## src/rtl/thrpriv_pkg.sv

```systemverilog
package thrpriv_pkg;

    typedef enum logic {
        MODE_THREAD  = 1'b0,
        MODE_HANDLER = 1'b1
    } mode_e;

    typedef enum logic [2:0] {
        EV_NONE       = 3'd0,
        EV_ENTER      = 3'd1,
        EV_ENTER_RISE = 3'd2,
        EV_RETURN     = 3'd3,
        EV_CTL_SET    = 3'd4,
        EV_CTL_DENIED = 3'd5
    } event_e;

    typedef struct packed {
        mode_e mode;
        logic  thread_priv;
        logic  fault;
    } core_state_t;

    localparam core_state_t CORE_RESET = '{mode: MODE_THREAD, thread_priv: 1'b1, fault: 1'b0};

endpackage

```

## src/rtl/thrpriv_event_decode.sv

```systemverilog
module thrpriv_event_decode
    import thrpriv_pkg::*;
#(
    parameter int IDX_W     = 8,
    parameter int RAISE_IDX = 2
) (
    input  mode_e            mode_i,
    input  logic             thread_priv_i,
    input  logic             exc_entry_i,
    input  logic             exc_return_i,
    input  logic             svc_i,
    input  logic [IDX_W-1:0] svc_idx_i,
    input  logic             ctl_wr_i,
    output event_e           ev_o
);

    localparam logic [IDX_W-1:0] RAISE_CODE = IDX_W'(RAISE_IDX);

    logic svc_raise;
    logic go_handler;

    always_comb begin
        svc_raise  = svc_i && (svc_idx_i == RAISE_CODE);
        go_handler = svc_i || exc_entry_i;
        ev_o       = EV_NONE;
        if (mode_i == MODE_THREAD) begin
            // Mode changes outrank control writes in thread mode
            if (svc_raise) begin
                ev_o = EV_ENTER_RISE;
            end else if (go_handler) begin
                ev_o = EV_ENTER;
            end else if (ctl_wr_i) begin
                ev_o = thread_priv_i ? EV_CTL_SET : EV_CTL_DENIED;
            end
        end else begin
            // Single handler level: entry and calls are not nested
            if (exc_return_i) begin
                ev_o = EV_RETURN;
            end else if (ctl_wr_i) begin
                ev_o = EV_CTL_SET;
            end
        end
    end

endmodule

```

## src/rtl/thrpriv_core.sv

```systemverilog
module thrpriv_core
    import thrpriv_pkg::*;
(
    input  logic        clk,
    input  logic        rst_n,
    input  event_e      ev_i,
    input  logic        ctl_unpriv_i,
    output core_state_t state_o
);

    core_state_t state_d;
    core_state_t state_q;

    always_comb begin
        state_d       = state_q;
        state_d.fault = 1'b0;
        unique case (ev_i)
            EV_ENTER: begin
                state_d.mode = MODE_HANDLER;
            end
            EV_ENTER_RISE: begin
                state_d.mode        = MODE_HANDLER;
                state_d.thread_priv = 1'b1;
            end
            EV_RETURN: begin
                state_d.mode = MODE_THREAD;
            end
            EV_CTL_SET: begin
                state_d.thread_priv = ~ctl_unpriv_i;
            end
            EV_CTL_DENIED: begin
                state_d.fault = 1'b1;
            end
            default: begin
                state_d.fault = 1'b0;
            end
        endcase
    end

    always_ff @(posedge clk or negedge rst_n) begin
        if (!rst_n) begin
            state_q <= CORE_RESET;
        end else begin
            state_q <= state_d;
        end
    end

    assign state_o = state_q;

endmodule

```

## src/rtl/thrpriv_attr.sv

```systemverilog
module thrpriv_attr
    import thrpriv_pkg::*;
(
    input  core_state_t state_i,
    output logic        mode_o,
    output logic        priv_o,
    output logic        thread_priv_o,
    output logic        fault_o
);

    always_comb begin
        mode_o        = (state_i.mode == MODE_HANDLER);
        priv_o        = (state_i.mode == MODE_HANDLER) ? 1'b1 : state_i.thread_priv;
        thread_priv_o = state_i.thread_priv;
        fault_o       = state_i.fault;
    end

endmodule

```

## src/rtl/thrpriv_fsm.sv

```systemverilog
module thrpriv_fsm
    import thrpriv_pkg::*;
#(
    parameter int IDX_W     = 8,
    parameter int RAISE_IDX = 2
) (
    input  logic             clk,
    input  logic             rst_n,
    input  logic             exc_entry_i,
    input  logic             exc_return_i,
    input  logic             svc_i,
    input  logic [IDX_W-1:0] svc_idx_i,
    input  logic             ctl_wr_i,
    input  logic             ctl_unpriv_i,
    output logic             mode_o,
    output logic             priv_o,
    output logic             thread_priv_o,
    output logic             fault_o
);

    localparam logic [IDX_W-1:0] RAISE_CODE = IDX_W'(RAISE_IDX);

    event_e      ev;
    core_state_t state;

    thrpriv_event_decode #(
        .IDX_W     (IDX_W),
        .RAISE_IDX (RAISE_IDX)
    ) i_decode (
        .mode_i        (state.mode),
        .thread_priv_i (state.thread_priv),
        .exc_entry_i   (exc_entry_i),
        .exc_return_i  (exc_return_i),
        .svc_i         (svc_i),
        .svc_idx_i     (svc_idx_i),
        .ctl_wr_i      (ctl_wr_i),
        .ev_o          (ev)
    );

    thrpriv_core i_core (
        .clk          (clk),
        .rst_n        (rst_n),
        .ev_i         (ev),
        .ctl_unpriv_i (ctl_unpriv_i),
        .state_o      (state)
    );

    thrpriv_attr i_attr (
        .state_i       (state),
        .mode_o        (mode_o),
        .priv_o        (priv_o),
        .thread_priv_o (thread_priv_o),
        .fault_o       (fault_o)
    );

    // handler code always carries the privileged attribute
    a_r2_handler_priv : assert property (@(posedge clk) disable iff (!rst_n)
        mode_o |-> priv_o);

    // thread attribute follows the stored level
    a_r8_thread_attr : assert property (@(posedge clk) disable iff (!rst_n)
        !mode_o |-> (priv_o == thread_priv_o));

    // a user thread without entry or call stays user
    a_r5_no_self_raise : assert property (@(posedge clk) disable iff (!rst_n)
        (!mode_o && !thread_priv_o && !exc_entry_i && !svc_i) |=> !thread_priv_o);

    // return restores thread mode and keeps the stored level
    a_r3_return_keeps : assert property (@(posedge clk) disable iff (!rst_n)
        (mode_o && exc_return_i) |=> (!mode_o && $stable(thread_priv_o)));

    // other call indices keep the stored level
    a_r7_svc_keep : assert property (@(posedge clk) disable iff (!rst_n)
        (!mode_o && svc_i && (svc_idx_i != RAISE_CODE)) |=> (mode_o && $stable(thread_priv_o)));

    // a fault traces back to a refused user-thread write
    a_r5_fault_cause : assert property (@(posedge clk) disable iff (!rst_n)
        $rose(fault_o) |-> $past(!mode_o && !thread_priv_o && ctl_wr_i && !exc_entry_i && !svc_i));

endmodule

```

## config.mk

```make
export PLATFORM = sky130hd
export DESIGN_NAME = thrpriv_fsm
export DESIGN_NICKNAME = d
export VERILOG_FILES = /design/src/rtl/thrpriv_pkg.sv /design/src/rtl/thrpriv_event_decode.sv /design/src/rtl/thrpriv_core.sv /design/src/rtl/thrpriv_attr.sv /design/src/rtl/thrpriv_fsm.sv
export SDC_FILE = /design/constraint.sdc
export NUM_CORES = 1
export LEC_CHECK = 0
export CORE_AREA = 4 4 41 43
export DETAILED_ROUTE_END_ITERATION = 7
export DIE_AREA = 0 0 45 47
export MAX_ROUTING_LAYER = met4
export SYNTH_ARGS = -nofsm -noshare
export SYNTH_HDL_FRONTEND = slang
export SYNTH_SLANG_ARGS = --single-unit
```

## constraint.sdc

```tcl
create_clock -name clk -period 2.3 [get_ports clk]
set_clock_uncertainty 0.15 [all_clocks]
set_input_delay 0.46 -clock clk [delete_from_list [all_inputs] [get_ports clk]]
set_output_delay 0.46 -clock clk [all_outputs]
set_load 0.01 [all_outputs]
```

Word-level counts from Yosys, hierarchy flattened
Cells that the tools add are included.

storage, ports and cells
  register bits after elaboration = 3

cells by class
  bitwise logic cells = 1
  multiplexer cells = 11
  equal/unequal tests = 6
  reduce and logical (&&, ||, !) cells = 5

operators with widths
  operator            number
  $mux 3              6
  $eq 8x2->1 const B  1
  $eq 3x2->1 const B  2
  $eq 3x3->1 const B  2
  $pmux 1 s2          2
  $reduce_bool 2->1   2
  $eq 3x1->1 const B  1
  $mux 1              3
  $reduce_or 2->1     1
  $logic_and 1x1->1   1
  $logic_or 1x1->1    1
  $not 1->1           1

Logic depth before layout (Yosys ltp)
Gate-level depths: netlist (run 1).

  depth after elaboration = 8
  mapped depth = 3

Modules after synthesis
From an unflattened synthesis (run 1), not the netlist that was laid out.

second synthesis, totals
  cells, all modules = 29
  area, all modules = 250.2 sq um

modules (own cells, without submodules)
  module                area an instance (sq um)  instances  cells an instance
  thrpriv_core          138.9                     1          12
  thrpriv_event_decode  82.6                      1          13
  thrpriv_attr          28.8                      1          4

Worst setup path after synthesis (run 1)
No wires, ideal clock.

  path type = input to register
  from = input svc_i
  to = register i_core.state_q (netlist bit i_core.state_o[1])
  path slack = 929 ps
  data arrival time = 1127 ps
  cell stages on the path = 3
  buffers on the path = 0
  required time = 2056 ps
  cell sequence = nor4b_1 > and4b_1 > or4_1

on the way
  cells in the longest elaborated chain, start to end = 6

RTL lines
  what                                                    line                        text
  from (decl)                                             thrpriv_fsm.sv:11           input logic svc_i,
  $logic_or 1x1->1                                        thrpriv_event_decode.sv:24  go_handler = svc_i || exc_entry_i;
  $mux 3                                                  thrpriv_event_decode.sv:30  end else if (go_handler) begin
  $mux 3 (*)                                              thrpriv_event_decode.sv:28  if (svc_raise) begin
  $mux 3 (*)                                              thrpriv_event_decode.sv:26  if (mode_i == MODE_THREAD) begin
  $eq 3x3->1 / $eq 3x2->1 (equally long branches)         thrpriv_core.sv:17          unique case (ev_i)
  $pmux 1 s2 / $reduce_bool 2->1 (equally long branches)  -
  to (signal assigned)                                    thrpriv_core.sv:44          state_q <= state_d;
  to (decl)                                               thrpriv_core.sv:12          core_state_t state_q;

Mark *: on every way between the ends. The rest lies on a longest branch, timed or not.
A chain may end at the register's enable or synchronous reset.

Final worst setup path (run 1)
  from = register i_core.state_q (netlist bit i_core.state_o[2])
  to = output priv_o

on the way
  cells in the longest elaborated chain, start to end = 1

RTL lines
  what       line                text
  $mux 1     thrpriv_attr.sv:13  priv_o = (state_i.mode == MODE_HANDLER) ? 1'b1 : state_i.thread_priv;
  to (decl)  thrpriv_fsm.sv:16   output logic priv_o,

No other way between the ends.

==> results.toml, run 1 <==
[sta]
worst_pin_slew_ns = 0.2944
setup_viol = 0
rsz0062_at_grt = "false"
fin_crit_sh_pct = 88.00
max_clock_freq_mhz = 494.1
finalHoldViolCount = 0
slew_viol_final = 0
tns_ns = 0
layout_min_cycle_time_ns = 2.024
layout_setup_ws_ns = 0.2761
slew-limit-headroom_pct = 80.10

[yosys]
yosysUniqueCellTypes = 14
synth_edf_count = 0
synth_area_um2 = 165.2
yosys-top-cells-area = "dfrtp_1 (30%), dfstp_2 (16%), nor4b_1 (11%), and4b_1 (6.1%), nor4bb_1 (6.1%)"
synthFlopType = "dfrtp_1"
netlist.area_leader.share_pct = 30.30
synthCells = 16
syn_nets = 31
ys_seq_elements = 3
avgSynthCellArea_um2 = 10.32
yosysSeqAreaShare_pct = 46.21
synth_common_cells = "dfrtp_1 (2), nor4b_1 (2)"
ys_warn_count = 0
yosysTopAreaCell = "dfrtp_1"
synthArstFlopShare_pct = 100.0

[cts]
cts_setup_buffers = 0
cts_buffers = 3
cts_max_level = 1
clk_latency_ns = 0.23
numClockSinks = 3
cts_hold_buf = 0
cts_root_buf = "clkbuf_4"
clk_pin_slew_ns = 0.03
cts_tree = "yes"
cts_resized = 0
clockBufferDepth = 2

[route]
wl_per_cell_um = 10.09
vias = 220
wl_met3_um = 87
wl_met1_um = 219
drc = 0
first_pass_iters = 4
routed_wirelength_um = 535
drt-initial-drc-count = 4
top_layer_used = "met3"
vias_per_cell = 4.151
met2_length_um = 228
antenna_left = 0

[global_route]
grt_max_degree = 8
grt_use_total_pct = 5.805
grt_pass1_vias = 219
antenna_found_initial = 0
grt.overflow.total = 0
grt_pass1_wl_um = 821

[setup_path]
arrival_ns = 1.41
critPathMaxStageDelay_ns = 0.48
cpMaxStageDelayCell = "clkdlybuf4s50_1"
path_delay_family = "buffers and inverters"
cp-start-kind = "flop"
worstPathMaxFanout = 7
crit_chain = "or2_1 > clkdlybuf4s50_1"
endpoint_kind = "output pin"
critPathBufInv = 1
required_ns = 1.69
worstSetupPathType = "flop to output pin"

[pwr]
power_density_mw_per_mm2 = 581.0
fin_total_pwr_mw = 0.2268
p_leak_nw = 0.1529
ir_worst_vdd_uv = 142.5

[layout]
seq_area_um2 = 76.32
fillers = 158
final_cells = 53
multi_input_area_um2 = 85.08
final_core_util_pct = 30.00
syn_to_final_growth_pct = 136.4
largest_reg_flops = 3
drive_gt1_share_pct = 10.53
nets = 54
diodes = 0

[floorplanning]
pin_count = 19
chipHeight_um = 47
start_util_pct = 12.69
fp-row-count = 13
core_area_mm2 = 0.001301
chipWidth_um = 45
die_area_mm2 = 0.002115

[job]
maxCapViolCount = 0

[placed_design]
dp_slack_ns = 0.4086
gp_congestion = 0.6498
portBuffers = 18
place_inst = 49
hpwl_um = 463.3

[status]
status = "finished clean"

[hold_path]
hold_path_class = "primary input to asynchronous set/reset pin"
## final timing paths
| path | to | start | cells after the start | slack, ns |
|---|---|---|---|---|
| setup / recovery | priv_o | i_core.state_o[2] | 2 | 0.28 |
| hold / removal | i_core.state_o[2] | rst_n | 1 | 0.26 |
| setup reg to reg | i_core.state_o[1] | i_core.state_o[2] | 2 | 0.96 |
| hold reg to reg | i_core.state_o[2] | i_core.state_o[2] | 1 | 0.50 |
| max in group asynchronous | i_core.state_o[1] | rst_n | 1 | 1.52 |
| min in group clk | i_core.state_o[2] | i_core.state_o[2] | 1 | 0.50 |
## power breakdown
group / leakage, nW / internal [mW] / switching (mW) / total, mW
registers: 0.0354 / 0.0631 / 0.00612 / 0.0693
clock network: 0.0150 / 0.0649 / 0.0252 / 0.0900
logic: 0.102 / 0.0459 / 0.0216 / 0.0675
## cell families (layout without fill, tap and decap cells)
| kind of cell | count (synthesis) | in the layout | synth area share (%) |
|---|---|---|---|
| buf+inv | 1 | 23 | 2.271 |
| simple gates | 10 | 10 | 42.43 |
| compound gates | 2 | 2 | 9.094 |
| flops | 3 | 3 | 46.22 |
## metrics by stage
stage               area [um^2]  hold WS, ns
floorplan                 165.2      0.01441
global placement          364.1       0.4764
detailed placement        364.1       0.4803
CTS                       390.4       0.2606
global route              390.4       0.2793
finish                    390.4       0.2635
## cell type report
class                   count  area share, %
repair buffers             18          46.15
well taps                  15          4.808
flip-flops and latches      3          19.55
clock buffers               4          6.731
inverters                   1         0.9615
multi-input cells          12          21.79
## routing by layer
layer	vias up	global-route usage, %
li1	107	-
met1	96	6.865
met2	17	7.910
met3	0	1.533
met4	0	5.263
met5	-	-
## layout by cell type (no fill, tap or decap)
cell             netlist  layout
or4_1                  1       1
inv_1                  1       1
clkdlybuf4s50_1        0      18
clkbuf_4               0       3
a31oi_1                1       1
nor2_1                 1       1
dfstp_2                1       1
clkbuf_1               0       1
nor4b_1                2       2
nand2_1                1       1
and4b_1                1       1
nor3_1                 1       1
nor4bb_1               1       1
nor4_1                 1       1
or2_1                  1       1
o31a_1                 1       1
dfrtp_1                2       2
(Power assumes the default switching activity.)
==> run 2, diff against run 1 <==
==> constraint.sdc (replaced) <==
create_clock -name clk -period 2.6 [get_ports clk]
set_clock_uncertainty 0.15 [all_clocks]
set_input_delay 0.52 -clock clk [delete_from_list [all_inputs] [get_ports clk]]
set_output_delay 0.52 -clock clk [all_outputs]
set_load 0.01 [all_outputs]
==> results.toml, run 2 (synthesis results as in run 1) <==
[setup_path]
arrival_ns = 1.42
cp-start-kind = "flop"
critPathBufInv = 1
rr_startpoint = "i_core.state_o[2]"
endpoint_kind = "output pin"
crit_chain = "or2_1 > clkdlybuf4s50_1"
r2r_cells = 2
critPathMaxStageDelay_ns = 0.48
required_ns = 1.93
cpMaxStageDelayCell = "clkdlybuf4s50_1"
reg2reg_slack_ns = 1.25
worstPathMaxFanout = 7
path_delay_family = "buffers and inverters"
worstSetupPathType = "flop to output pin"
r2r-end = "i_core.state_o[1]"

[sta]
rsz0062_at_grt = "false"
finalHoldViolCount = 0
fin_crit_sh_pct = 80.39
slew-limit-headroom_pct = 80.82
worst_pin_slew_ns = 0.2836
layout_min_cycle_time_ns = 2.090
max_clock_freq_mhz = 478.4
setup_viol = 0
slew_viol_final = 0
hold_ws_ns = 0.3116
tns_ns = 0
layout_setup_ws_ns = 0.5098

[pwr]
pwr-share-comb_pct = 29.4
p_clk_share_pct = 40.7
p_seq_share_pct = 30.0
p_leak_nw = 0.1529
fin_total_pwr_mw = 0.2046
p_sw_mw = 0.05054
ir_worst_vdd_uv = 106.9
swShare_pct = 24.70
p_int_mw = 0.1541
power_density_mw_per_mm2 = 524.2

[placed_design]
gp_congestion = 0.6280
portBuffers = 18
dp_slack_ns = 0.6249
place_inst = 49
placed_area_um2 = 364.1

[layout]
diodes = 0
syn_to_final_growth_pct = 136.4
largest_reg_flops = 3
nets = 54
fillers = 155
final_core_util_pct = 30.00
layout_common_cells = "clkdlybuf4s50_1 (18), clkbuf_4 (3), nor4b_1 (2), dfrtp_1 (2)"
drive_gt1_share_pct = 10.53
seq_area_um2 = 76.32
final_common_cell = "clkdlybuf4s50_1"
final_area_um2 = 390.4
multi_input_area_um2 = 85.08
final_cells = 53

[cts]
cts_tree = "yes"
cts_resized = 0
cts_hold_buf = 0
numClockSinks = 3
cts_setup_buffers = 0
clockBufferDepth = 2
cts_max_level = 1
cts_root_buf = "clkbuf_4"
clk_latency_ns = 0.23
clk_pin_slew_ns = 0.04
cts_buffers = 3

[floorplanning]
pin_count = 19
chipHeight_um = 47
core_area_mm2 = 0.001301
chipWidth_um = 45
die_area_mm2 = 0.002115
start_util_pct = 12.69
fp-row-count = 13

[route]
vias_per_cell = 4.226
antenna_left = 0
drt-initial-drc-count = 0
wl_per_cell_um = 10.21
routed_wirelength_um = 541
drc = 0
first_pass_iters = 1
vias = 224

[global_route]
grt_use_total_pct = 6.137
grt_pass1_wl_um = 793
grt_pass1_vias = 222
antenna_found_initial = 0
grt_max_degree = 8
grt.overflow.total = 0

[status]
status = "finished clean"

[hold_path]
hold_path_class = "primary input to asynchronous set/reset pin"

[job]
maxCapViolCount = 0
==> run 2: cell counts in the layout (fill, tap and decap cells not counted) <==
Identical to the previous run, type by type.
==> run 2: worst max path at each step <==
stage,startpoint,to,slack [ns],depth (start not counted)
after floorplan,svc_i,i_core.state_o[1],1.17,3
after global placement,svc_i,i_core.state_o[1],0.66,4
after detailed placement,svc_i,i_core.state_o[1],0.62,4
after CTS,i_core.state_o[2],priv_o,0.50,2
after global routing,i_core.state_o[2],priv_o,0.45,2
final,i_core.state_o[2],priv_o,0.51,2
==> run 2: power groups by stage <==
stage	combinational, mW	sequential (mW)	clock (mW)
6_report	0.0601	0.0613	0.0832
5_1_grt	0.0653	0.0631	0.0875
4_1_cts	0.0608	0.0616	0.0871
3_5_place_dp	0.0605	0.0621	0
3_3_place_gp	0.0604	0.0617	0
2_1_floorplan	0.0154	0.0643	0
==> run 2: area by class of cell <==
cell class	count	area share, %
inverters	1	0.9615
flip-flops and latches	3	19.55
clock buffers	4	6.731
multi-input cells	12	21.79
well taps	15	4.808
repair buffers	18	46.15
==> run 2: per-layer routing <==
layer / track usage (%) / vias up / wire length [um]
li1: - / 110 / -
met1: 5.275 / 95 / 196
met2: 8.757 / 17 / 235
met3: 1.149 / 2 / 97
met4: 10.53 / 0 / 12
met5: - / - / 0
==> run 2: worst reg2reg max path, cell delays in order, from the launching register on <==
cell,delay (ns)
dfrtp_1,0.43
nor4bb_1,0.16
or4_1,0.52
